## config.mk

```make
export PLATFORM = sky130hd
export DESIGN_NAME = mix_router
export DESIGN_NICKNAME = d
export VERILOG_FILES = /design/src/rtl/mix_pkg.sv /design/src/rtl/mix_gain_lut.sv /design/src/rtl/mix_mode_decode.sv /design/src/rtl/mix_wake_timer.sv /design/src/rtl/mix_router.sv
export SDC_FILE = /design/constraint.sdc
export NUM_CORES = 2
export LEC_CHECK = 0
export BUFFER_PORTS_ARGS = -buffer_cell sky130_fd_sc_hd__buf_2
export CORE_ASPECT_RATIO = 0.8
export CORE_MARGIN = 2
export CORE_UTILIZATION = 49
export DETAILED_ROUTE_END_ITERATION = 7
export GPL_ROUTABILITY_DRIVEN = 0
export PLACE_DENSITY = 0.66
export RECOVER_POWER = 100
export SLEW_MARGIN = 20
export SYNTH_ARGS = -nofsm -noshare
export SYNTH_HDL_FRONTEND = slang
export SYNTH_SLANG_ARGS = --single-unit
```

## constraint.sdc

```tcl
create_clock -name clk_i -period 5.1 [get_ports clk_i]
set_input_delay 1.53 -clock clk_i [delete_from_list [all_inputs] [get_ports clk_i]]
set_output_delay 1.53 -clock clk_i [all_outputs]
set_load 0.02 [all_outputs]
```

## src/rtl/mix_pkg.sv

```systemverilog
package mix_pkg;
  localparam int SMP_W  = 16;
  localparam int GAIN_W = 16;
  localparam int CODE_W = 5;
  localparam int MODE_W = 4;
  localparam int FRAC_W = 14;
  localparam int TERM_W = SMP_W + 2;
  localparam int SUM_W  = TERM_W + 1;
  localparam int WIDE_W = SUM_W + 1;
  localparam int N_OUT  = 4;
  localparam int N_GRP  = 2;

  typedef enum logic [1:0] {
    GRP_SHUT = 2'd0,
    GRP_MUTE = 2'd1,
    GRP_ON   = 2'd2
  } grp_state_e;

  typedef struct packed {
    grp_state_e state;
    logic       use_st;
    logic       use_mono;
  } grp_ctl_t;

  function automatic logic signed [SMP_W-1:0] sat_smp(input logic signed [WIDE_W-1:0] v);
    if (v > WIDE_W'(32767))       return 16'sh7fff;
    else if (v < -WIDE_W'(32768)) return 16'sh8000;
    else                          return v[SMP_W-1:0];
  endfunction
endpackage

```

## src/rtl/mix_gain_lut.sv

```systemverilog
module mix_gain_lut
  import mix_pkg::*;
#(
  parameter int ZERO_CODE = 27
) (
  input  logic [CODE_W-1:0] code_i,
  output logic [GAIN_W-1:0] gain_o
);
  // offset keeps the step index non-negative; 7 octaves below unity fit the range
  localparam int OFS   = 28 - ZERO_CODE;
  localparam int DOWN  = 7;
  localparam int WIDE  = 32;

  logic [14:0]     frac;
  logic [WIDE-1:0] wide;
  logic [6:0]      step;

  always_comb begin
    step = 7'(int'(code_i) + OFS);
    case (step[1:0])
      2'd0:    frac = 15'd16384;
      2'd1:    frac = 15'd19484;
      2'd2:    frac = 15'd23170;
      default: frac = 15'd27554;
    endcase
    wide = (WIDE'(frac) << step[6:2]) >> DOWN;
    if (wide > WIDE'(65535)) gain_o = 16'hffff;
    else                     gain_o = wide[GAIN_W-1:0];
    // the zero code is exact unity
    if (code_i == CODE_W'(ZERO_CODE))
      p_unity_r3: assert (gain_o == 16'd16384);
  end
endmodule

```

## src/rtl/mix_mode_decode.sv

```systemverilog
module mix_mode_decode
  import mix_pkg::*;
(
  input  logic [MODE_W-1:0] mode_i,
  output grp_ctl_t          spk_o,
  output grp_ctl_t          hp_o
);
  always_comb begin
    spk_o = '{state: GRP_SHUT, use_st: 1'b0, use_mono: 1'b0};
    hp_o  = '{state: GRP_SHUT, use_st: 1'b0, use_mono: 1'b0};
    case (mode_i)
      4'd2:  begin spk_o = '{GRP_ON, 1'b0, 1'b1}; hp_o = '{GRP_MUTE, 1'b0, 1'b0}; end
      4'd3:  begin spk_o = '{GRP_ON, 1'b0, 1'b1}; hp_o = '{GRP_ON,   1'b0, 1'b1}; end
      4'd4:  begin                                hp_o = '{GRP_ON,   1'b0, 1'b1}; end
      4'd7:  begin spk_o = '{GRP_ON, 1'b1, 1'b0}; hp_o = '{GRP_MUTE, 1'b0, 1'b0}; end
      4'd8:  begin spk_o = '{GRP_ON, 1'b1, 1'b0}; hp_o = '{GRP_ON,   1'b1, 1'b0}; end
      4'd9:  begin                                hp_o = '{GRP_ON,   1'b1, 1'b0}; end
      4'd12: begin spk_o = '{GRP_ON, 1'b1, 1'b1}; hp_o = '{GRP_MUTE, 1'b0, 1'b0}; end
      4'd13: begin spk_o = '{GRP_ON, 1'b1, 1'b1}; hp_o = '{GRP_ON,   1'b1, 1'b1}; end
      4'd14: begin                                hp_o = '{GRP_ON,   1'b1, 1'b1}; end
      default: ;
    endcase
    // reserved codes and code 6 leave every output shut
    if (mode_i inside {4'd0, 4'd1, 4'd5, 4'd6, 4'd10, 4'd11, 4'd15})
      p_rsvd_shut_r6: assert (spk_o.state == GRP_SHUT && hp_o.state == GRP_SHUT);
  end
endmodule

```

## src/rtl/mix_wake_timer.sv

```systemverilog
module mix_wake_timer #(
  parameter int WAKE_FAST = 4096,
  parameter int WAKE_SLOW = 8192
) (
  input  logic clk_i,
  input  logic rst_ni,
  input  logic strobe_i,
  input  logic shut_i,
  input  logic slow_i,
  output logic hold_o
);
  localparam int CNT_W = $clog2(WAKE_SLOW + 1);

  logic             prev_shut_q;
  logic [CNT_W-1:0] cnt_q;
  logic [CNT_W-1:0] remain;

  // remain = silent strobes still owed, counting the current one
  always_comb begin
    if (prev_shut_q) remain = slow_i ? CNT_W'(WAKE_SLOW) : CNT_W'(WAKE_FAST);
    else             remain = cnt_q;
    hold_o = (remain != '0);
  end

  always_ff @(posedge clk_i or negedge rst_ni) begin
    if (!rst_ni) begin
      prev_shut_q <= 1'b1;
      cnt_q       <= '0;
    end else if (strobe_i) begin
      prev_shut_q <= shut_i;
      if (shut_i || remain == '0) cnt_q <= '0;
      else                        cnt_q <= remain - 1'b1;
    end
  end

  p_wake_cap_r11: assert property (@(posedge clk_i) disable iff (!rst_ni)
    cnt_q <= CNT_W'(WAKE_SLOW));

  p_wake_entry_r11: assert property (@(posedge clk_i) disable iff (!rst_ni)
    (strobe_i && prev_shut_q && !shut_i) |-> hold_o);
endmodule

```

## src/rtl/mix_router.sv

```systemverilog
module mix_router
  import mix_pkg::*;
#(
  parameter int WAKE_FAST   = 4096,
  parameter int WAKE_SLOW   = 8192,
  parameter int STEREO_ZERO = 27,
  parameter int MONO_ZERO   = 23
) (
  input  logic                    clk_i,
  input  logic                    rst_ni,
  input  logic                    smp_valid_i,
  input  logic signed [SMP_W-1:0] left_i,
  input  logic signed [SMP_W-1:0] right_i,
  input  logic signed [SMP_W-1:0] mono_i,
  input  logic [CODE_W-1:0]       gain_l_i,
  input  logic [CODE_W-1:0]       gain_r_i,
  input  logic [CODE_W-1:0]       gain_m_i,
  input  logic [MODE_W-1:0]       mode_i,
  input  logic                    slow_wake_i,
  output logic signed [SMP_W-1:0] spk_l_o,
  output logic signed [SMP_W-1:0] spk_r_o,
  output logic signed [SMP_W-1:0] hp_l_o,
  output logic signed [SMP_W-1:0] hp_r_o,
  output logic [N_OUT-1:0]        active_o
);
  localparam int N_CH  = 3;
  localparam int PROD_W = SMP_W + GAIN_W + 1;

  logic [CODE_W-1:0]        code  [N_CH];
  logic signed [SMP_W-1:0]  smp   [N_CH];
  logic [GAIN_W-1:0]        gain  [N_CH];
  logic signed [TERM_W-1:0] term  [N_CH];
  grp_ctl_t                 ctl   [N_GRP];
  logic [N_GRP-1:0]         hold;
  logic signed [SMP_W-1:0]  out_q [N_OUT];
  logic [N_OUT-1:0]         act_q;

  assign code[0] = gain_l_i;
  assign code[1] = gain_r_i;
  assign code[2] = gain_m_i;
  assign smp[0]  = left_i;
  assign smp[1]  = right_i;
  assign smp[2]  = mono_i;

  for (genvar c = 0; c < N_CH; c++) begin : g_ch
    localparam int ZC = (c == N_CH - 1) ? MONO_ZERO : STEREO_ZERO;
    logic signed [PROD_W-1:0] prod;

    mix_gain_lut #(.ZERO_CODE(ZC)) u_lut (
      .code_i (code[c]),
      .gain_o (gain[c])
    );

    assign prod    = PROD_W'(smp[c]) * $signed({1'b0, gain[c]});
    // floor division by 2^14 via the arithmetic bit slice
    assign term[c] = prod[FRAC_W +: TERM_W];
  end

  mix_mode_decode u_dec (
    .mode_i (mode_i),
    .spk_o  (ctl[0]),
    .hp_o   (ctl[1])
  );

  for (genvar g = 0; g < N_GRP; g++) begin : g_wake
    mix_wake_timer #(.WAKE_FAST(WAKE_FAST), .WAKE_SLOW(WAKE_SLOW)) u_wake (
      .clk_i    (clk_i),
      .rst_ni   (rst_ni),
      .strobe_i (smp_valid_i),
      .shut_i   (ctl[g].state == GRP_SHUT),
      .slow_i   (slow_wake_i),
      .hold_o   (hold[g])
    );
  end

  for (genvar i = 0; i < N_OUT; i++) begin : g_out
    localparam int GRP  = i / 2;
    localparam int SIDE = i % 2;
    logic signed [SUM_W-1:0]  sum;
    logic signed [WIDE_W-1:0] scaled;
    logic signed [SMP_W-1:0]  nxt;

    always_comb begin
      sum = '0;
      if (ctl[GRP].use_st)   sum = sum + SUM_W'(term[SIDE]);
      if (ctl[GRP].use_mono) sum = sum + SUM_W'(term[N_CH-1]);
      scaled = (GRP == 0) ? (WIDE_W'(sum) <<< 1) : WIDE_W'(sum);
      nxt    = (ctl[GRP].state == GRP_ON && !hold[GRP]) ? sat_smp(scaled) : '0;
    end

    always_ff @(posedge clk_i or negedge rst_ni) begin
      if (!rst_ni) begin
        out_q[i] <= '0;
        act_q[i] <= 1'b0;
      end else if (smp_valid_i) begin
        out_q[i] <= nxt;
        act_q[i] <= (ctl[GRP].state != GRP_SHUT);
      end
    end

    p_shut_quiet_r10: assert property (@(posedge clk_i) disable iff (!rst_ni)
      !act_q[i] |-> out_q[i] == '0);

    p_wake_zero_r11: assert property (@(posedge clk_i) disable iff (!rst_ni)
      $rose(act_q[i]) |-> out_q[i] == '0);

    p_hold_r2: assert property (@(posedge clk_i) disable iff (!rst_ni)
      !$past(smp_valid_i) |-> ($stable(out_q[i]) && $stable(act_q[i])));
  end

  assign spk_l_o  = out_q[0];
  assign spk_r_o  = out_q[1];
  assign hp_l_o   = out_q[2];
  assign hp_r_o   = out_q[3];
  assign active_o = act_q;
endmodule

```

# After elaboration in Yosys (flattened, before gate mapping)
# Cells that the tools add are included.
[totals] word_cells=110 input_bits=71 out_inout_bits=68 register_bits=96
[op_classes] reduce_logical=24 mux=33 n_mul=3 magnitude_cmp=11 shifts=3 add_sub_neg=9 eq_ne=17
[ops] operator="$mux W16" n=15
[ops] operator="$mux W19" n=8
[ops] operator="$pmux W14 S3" n=3
[ops] operator="$mul A16 B17 Y32" n=3
[ops] operator="$shl A15 B5 Y32" n=3
[ops] operator="$add A19 B18 Y19" n=4
[ops] operator="$gt A25 B16 Y1 const B" n=3
[ops] operator="$mux W14" n=5
[ops] operator="$gt A20 B16 Y1 const B" n=2
[ops] operator="$lt A20 B16 Y1 const B" n=2
[ops] operator="$gt A19 B16 Y1 const B" n=2
[ops] operator="$lt A19 B16 Y1 const B" n=2
[ops] operator="$logic_not A14 Y1" n=2
[ops] operator="$reduce_bool A14 Y1" n=2
[ops] operator="$sub A14 B1 Y14 const B" n=2
[ops] operator="$eq A4 B4 Y1 const B" n=5
[ops] operator="$pmux W4 S4" n=1
[ops] operator="$add A5 B1 Y6 const B" n=2
[ops] operator="$pmux W4 S3" n=1
[ops] operator="$reduce_or A2 Y1" n=6
[ops] operator="$eq A2 B2 Y1 const B" n=5
[ops] operator="$logic_not A2 Y1" n=5
[ops] operator="$eq A4 B2 Y1 const B" n=2
[ops] operator="$eq A4 B3 Y1 const B" n=2
[ops] operator="other kinds (7)" n=13

# Logic depth before layout (Yosys ltp)
[depth] word_depth=14 ltp_mapped=57 depth_no_buf=54

# By module
# From an unflattened synthesis, not the netlist that was laid out.
[unflattened] hier_cells=4521 area_unflattened_um2=38069.0
[modules_own_cells] mod="mix_router" instances=1 area_per_inst_um2=31918.1 seq_area_each_um2=1651.6 cells_per_inst=3639
[modules_own_cells] mod="mix_gain_lut (g_ch[0].u_lut ...)" instances=2 area_per_inst_um2=1316.3 seq_area_each_um2=0.0 cells_per_inst=219
[modules_own_cells] mod="mix_wake_timer" instances=2 area_per_inst_um2=1031.0 seq_area_each_um2=376.6 cells_per_inst=113
[modules_own_cells] mod="mix_gain_lut (g_ch[2].u_lut)" instances=1 area_per_inst_um2=1293.7 seq_area_each_um2=0.0 cells_per_inst=192
[modules_own_cells] mod="mix_mode_decode" instances=1 area_per_inst_um2=162.7 seq_area_each_um2=0.0 cells_per_inst=26

# Worst setup path after synthesis
# No wires, ideal clock.
[synth_path] kind="input -> register" from="input gain_m_i[0]" to="register out_q, in the netlist spk_r_o[9]" stages=53 arrival_time_ns=12.346 n_path_buf=4 slack_ns=-7.320 cell_sequence="ha_1 -> buf_4 -> xor2_2 -> nand2_1 -> a21o_1 -> a31oi_1 -> nor2_1 -> and3_1 -> and2_1 -> a21oi_1 -> clkbuf_1 -> nand2_1 -> fa_1 -> fa_1 -> fa_1 -> inv_1 -> fa_1 -> fa_1 -> (+17 left out) -> o21a_1 -> nor2_1 -> xnor2_1 -> ha_1 -> clkbuf_1 -> inv_1 -> nor2_1 -> o21ai_0 -> o21ai_0 -> nor2_1 -> o41ai_2 -> a21oi_1 -> xnor2_2 -> a211oi_2 -> a311oi_4 -> buf_6 -> a21oi_2 -> o21ai_2"
[synth_via] elab_chain_len=13 word_cells_on_any_way=16 cone_classes="2 x add/sub; 1 x mul; 3 x order compare; 2 x eq/ne; 1 x shift; 6 x mux; 1 x reduce/logical"
[synth_lines] item="start, declared" line_no="mix_router.sv:17" rtl="input logic [CODE_W-1:0] gain_m_i,"
[synth_lines] item="$add A5 B3 Y6 *" line_no="mix_gain_lut.sv:19" rtl="step = 7'(int'(code_i) + OFS);"
[synth_lines] item="$eq A2 B2 Y1 (tied with other cells)" line_no="mix_gain_lut.sv:20" rtl="case (step[1:0])"
[synth_lines] item="$pmux W14 S3" line_no="mix_gain_lut.sv:20"
[synth_lines] item="$shl A15 B5 Y32 *" line_no="mix_gain_lut.sv:26" rtl="wide = (WIDE'(frac) << step[6:2]) >> DOWN;"
[synth_lines] item="$gt A25 B16 Y1" line_no="mix_gain_lut.sv:27" rtl="if (wide > WIDE'(65535)) gain_o = 16'hffff;"
[synth_lines] item="$mux W16 *" line_no="mix_gain_lut.sv:27"
[synth_lines] item="$mul A16 B17 Y32 *" line_no="mix_router.sv:54" rtl="assign prod = PROD_W'(smp[c]) * $signed({1'b0, gain[c]});"
[synth_lines] item="$add A19 B18 Y19 *" line_no="mix_router.sv:86" rtl="if (ctl[GRP].use_mono) sum = sum + SUM_W'(term[N_CH-1]);"
[synth_lines] item="$mux W19 *" line_no="mix_router.sv:86"
[synth_lines] item="$lt A20 B16 Y1" line_no="mix_pkg.sv:27" rtl="else if (v < -WIDE_W'(32768)) return 16'sh8000;"
[synth_lines] item="$mux W16" line_no="mix_pkg.sv:27"
[synth_lines] item="$mux W16 *" line_no="mix_pkg.sv:26" rtl="if (v > WIDE_W'(32767)) return 16'sh7fff;"
[synth_lines] item="$mux W16 *" line_no="mix_router.sv:88" rtl="nxt = (ctl[GRP].state == GRP_ON && !hold[GRP]) ? sat_smp(scaled) : '0;"
[synth_lines] item="end signal, assigned by index" line_no="mix_router.sv:96" rtl="out_q[i] <= nxt;"
[synth_lines] item="end, declared" line_no="mix_router.sv:35" rtl="logic signed [SMP_W-1:0] out_q [N_OUT];"
# Every way passes the cells marked *; elsewhere a longest branch is shown, timed or not.
# A chain may end at the register's enable or synchronous reset.

# Final worst setup path
[layout_path] from="input gain_m_i[0]" to="register out_q, in the netlist hp_l_o[3]"
[layout_via] elab_chain_len=13 word_cells_on_any_way=16 cone_classes="2 x add/sub; 1 x mul; 3 x order compare; 2 x eq/ne; 1 x shift; 6 x mux; 1 x reduce/logical"
[layout_lines] item="$add A5 B3 Y6 *" line_no="mix_gain_lut.sv:19"
[layout_lines] item="$eq A2 B2 Y1 (tied with other cells)" line_no="mix_gain_lut.sv:20"
[layout_lines] item="$pmux W14 S3" line_no="mix_gain_lut.sv:20"
[layout_lines] item="$shl A15 B5 Y32 *" line_no="mix_gain_lut.sv:26"
[layout_lines] item="$gt A25 B16 Y1" line_no="mix_gain_lut.sv:27"
[layout_lines] item="$mux W16 *" line_no="mix_gain_lut.sv:27"
[layout_lines] item="$mul A16 B17 Y32 *" line_no="mix_router.sv:54"
[layout_lines] item="$add A19 B18 Y19 *" line_no="mix_router.sv:86"
[layout_lines] item="$mux W19 *" line_no="mix_router.sv:86"
[layout_lines] item="$lt A19 B16 Y1" line_no="mix_pkg.sv:27"
[layout_lines] item="$mux W16" line_no="mix_pkg.sv:27"
[layout_lines] item="$mux W16 *" line_no="mix_pkg.sv:26"
[layout_lines] item="$mux W16 *" line_no="mix_router.sv:88"
# Marks and branches as above.

==> results.tsv <==
stage	metric	value	unit
route	drc_errors	0	
floorplan	die_h	249.3	um
logic_synthesis	syn_inst	4434	
route	dr_wl_met2	49.22	mm
global_routing	grt_pass1_wl	176.9	mm
route	m1WireLength	49.00	mm
critical_path	critPathLaunch	gain_m_i[0]	
floorplan	die_x	310.6	um
critical_path	cp_max_fo	8	
timing	fin_crit_sh	230.6	%
logic_synthesis	synth-seq-area-share	6.527	%
critical_path	cp_top_family	compound AO/OA/AOI/OAI gates	
logic_synthesis	synth_edf_count	0	
route	wirelength	109.0	mm
layout	n_antenna_cell	0	
placement	numPortBuffers	138	
route	ant_nets	0	
logic_synthesis	synth_fp_nets	5512	
logic_synthesis	ys_seq_elements	96	
route	first_iter_violations	2437	
timing	fin_ws	-6.662	ns
critical_path	crit_type	input pin to flop	
cts	numCtsBuffers	9	
critical_path	required	5.36	ns
cts	cts.sinks	96	
logic_synthesis	synth_flop_cell	dfrtp_1	
layout	area_delta_synth_final	28.62	%
global_routing	antenna_found_initial	0	
critical_path	cp_slowest_cell	fa_1	
timing	clock.fmax	85.02	MHz
route	drt-pass1-iter-count	6	
cts	cts_tree	done	
route	post_drt_via_cell_ratio	5.321	
logic_synthesis	ys_types	121	
timing	drv_slew	65	
min_path	hold_path_class	flop to flop	
critical_path	critPathMaxStageDelay	0.54	ns
global_routing	overflow	0	
critical_path	worstReg2RegStart	g_wake[1].u_wake.prev_shut_q	
logic_synthesis	yosysWarnings	0	
timing	skew	0.01122	ns
floorplan	io_pins	139	
critical_path	cp_data_arrival_time	12.02	ns
floorplan	start_util	49.76	%
floorplan	fp-row-count	89	
timing	worst_pin_slew	3.798	ns
timing	setup_viol	64	
critical_path	cpMostUsedCell	fa_1	
critical_path	reg2reg_slack	1.17	ns
timing	slew_headroom	-153.2	%
min_path	hold_start	spk_l_o[0]	
status	violations	capacitance limit, slew limit, setup timing	
status	status	complete, but fails checks	
route	avgRoutedWirePerCell	17.15	um
global_routing	grt_pass1_vias	34070	
route	maxUsedRoutingLayer	met4	
logic_synthesis	syn_avg_cell_area	8.310	sq um
route	wl_met3	7.927	mm
cts	cts_hold_buffers	0	
critical_path	critPathBufInv	8	
floorplan	core_area	74050	sq um
route	vias	33810	
layout	drive_above_1_share	26.27	%
cts	clock-root-buffer	clkbuf_16	
layout	nNetsFinal	6425	
timing	grt_setup_unrepaired	true	
logic_synthesis	syn_area	36850	sq um
placement	dpl.hpwl	90.87	mm
cts	htreeDepth	3	
timing	final-hold-violation-count	0	
global_routing	grtUsageTotal	28.09	%
cts	cts.path.max_buffers	2	
logic_synthesis	async_flop_share	100.0	%
timing	period_needed	11.76	ns
global_routing	grt_max_degree	75	
critical_path	cp-end-kind	flop	
floorplan	die_area	77420	sq um
cts	insertion_delay	0.38	ns
flow_run	maxCapViolCount	1	
critical_path	critPathLaunchType	input pin	
placement	pre_cts_slack	-7.330	ns
cts	clkTransAtPathRegs	0.08	ns
## state kept, by name (all words and copies together) (netlist names)
| register | flops |
|---|---|
| g_wake.u_wake.prev_shut_q | 2 |
| spk_r_o | 16 |
| active_o | 2 |
| hp_r_o | 16 |
| hp_l_o | 16 |
| spk_l_o | 16 |
| g_wake.u_wake.cnt_q | 28 |
## final timing paths
| kind | cells after the start | endpoint |
|---|---|---|
| hold / removal | 1 | spk_l_o[0] |
| setup / recovery | 44 | hp_l_o[3] |
| max in group asynchronous | 1 | hp_l_o[6] |
| setup reg to reg | 14 | hp_l_o[2] |
| hold reg to reg | 1 | spk_l_o[0] |
| min in group asynchronous | 1 | g_wake[1].u_wake.cnt_q[13] |
## synth_stat cells (9+ instances only)
library cell | n | area share [%]
a211oi_1 | 14 | 0.29
a21boi_0 | 9 | 0.18
a21o_1 | 57 | 1.2
a21oi_1 | 189 | 2.6
a21oi_2 | 13 | 0.31
a22o_1 | 12 | 0.29
a31oi_1 | 19 | 0.32
and2_1 | 343 | 5.8
and3_1 | 25 | 0.42
buf_2 | 23 | 0.31
buf_4 | 10 | 0.20
clkbuf_1 | 163 | 1.7
dfrtp_1 | 94 | 6.4
fa_1 | 583 | 32
ha_1 | 424 | 14
inv_1 | 770 | 7.8
mux2i_1 | 21 | 0.57
nand2_1 | 542 | 5.5
nand2b_1 | 50 | 0.85
nand3_1 | 43 | 0.58
nand3b_1 | 9 | 0.18
nand4_1 | 14 | 0.24
nor2_1 | 266 | 2.7
nor2b_1 | 34 | 0.58
nor3_1 | 47 | 0.64
nor4_1 | 10 | 0.17
o211ai_1 | 33 | 0.67
o211ai_2 | 10 | 0.34
o21a_1 | 37 | 0.75
o21ai_0 | 148 | 2.0
o21ai_1 | 26 | 0.35
o21ai_2 | 14 | 0.33
o21bai_1 | 24 | 0.49
o22ai_1 | 16 | 0.27
o31ai_1 | 12 | 0.24
or2_2 | 15 | 0.25
or3_1 | 16 | 0.27
xnor2_1 | 77 | 1.8
xnor2_2 | 9 | 0.40
xor2_1 | 42 | 1.0
## stage by stage
step	util (%)	cell area (sq um)	std cells	hold WS [ns]	TNS, ns
final	64.00	47390	6353	0.4853	-418.77
after global routing	64.00	47390	6353	0.5008	-453.64
after CTS	62.66	46400	6324	0.4830	-416.56
after detailed placement	60.90	45100	6263	0.4634	-459.97
after global placement	60.90	45100	6263	0.4636	-452.87
after floorplan	-	37230	4434	0.4491	-405.90
## timing repair
action                                  CTS  global route
pin swaps                                86            72
resized for setup                       144           160
buffers inserted                         47            29
cloned                                    1             3
endpoints found under the setup margin   64            64
## cells by family (layout without fill, tap and decap cells)
| group | count (synthesis) | count (layout) | synth area share (%) |
|---|---|---|---|
| simple gates | 1450 | 1450 | 19.26 |
| fa+ha+maj | 1011 | 1011 | 46.19 |
| buf+inv | 980 | 1897 | 10.27 |
| compound gates | 740 | 741 | 13.67 |
| xor+xnor | 130 | 130 | 3.314 |
| flops | 96 | 96 | 6.527 |
| mux | 27 | 27 | 0.7776 |
## worst reg2reg max path, delay by kind of cell (launching register included)
family / cells / cell delay (ns)
buffers and inverters: 3 / 0.96
and+or+nand+nor: 3 / 0.60
adders and majority gates: 1 / 0.25
DFF: 1 / 0.77
AOI/OAI and AO/OA: 7 / 1.27
## final cells by class
class                      instances  area, sq um
tap                             1001         1252
clock buffer                       9        225.2
multi-input combinational       3359        32280
timing repair buffer            1107         8223
fill                            6324        26660
clock inverter                     7        97.59
inverter                         774         2910
sequential                        96         2405
## layer usage
metal | GRT usage [%] | vias to the layer above
met3 | 4.063 | 160
met2 | 44.71 | 1113
met1 | 40.34 | 16550
met4 | 6.602 | 0
li1 | - | 15990
met5 | 0 | -
## cell usage in the layout, fill, tap and decap left out, types with 65 or more instances in the layout
cell / synthesis / final
dfrtp_1: 94 / 94
ha_1: 424 / 392
nand2_1: 542 / 531
buf_2: 23 / 65
clkbuf_1: 163 / 73
xnor2_1: 77 / 67
nor2_1: 266 / 237
and2_1: 343 / 337
a21oi_1: 189 / 162
buf_4: 10 / 924
inv_1: 770 / 762
o21ai_0: 148 / 117
fa_1: 583 / 572
Power is not shown: default switching activity piles up to over one toggle a cycle in this logic, so the estimate is an artifact.
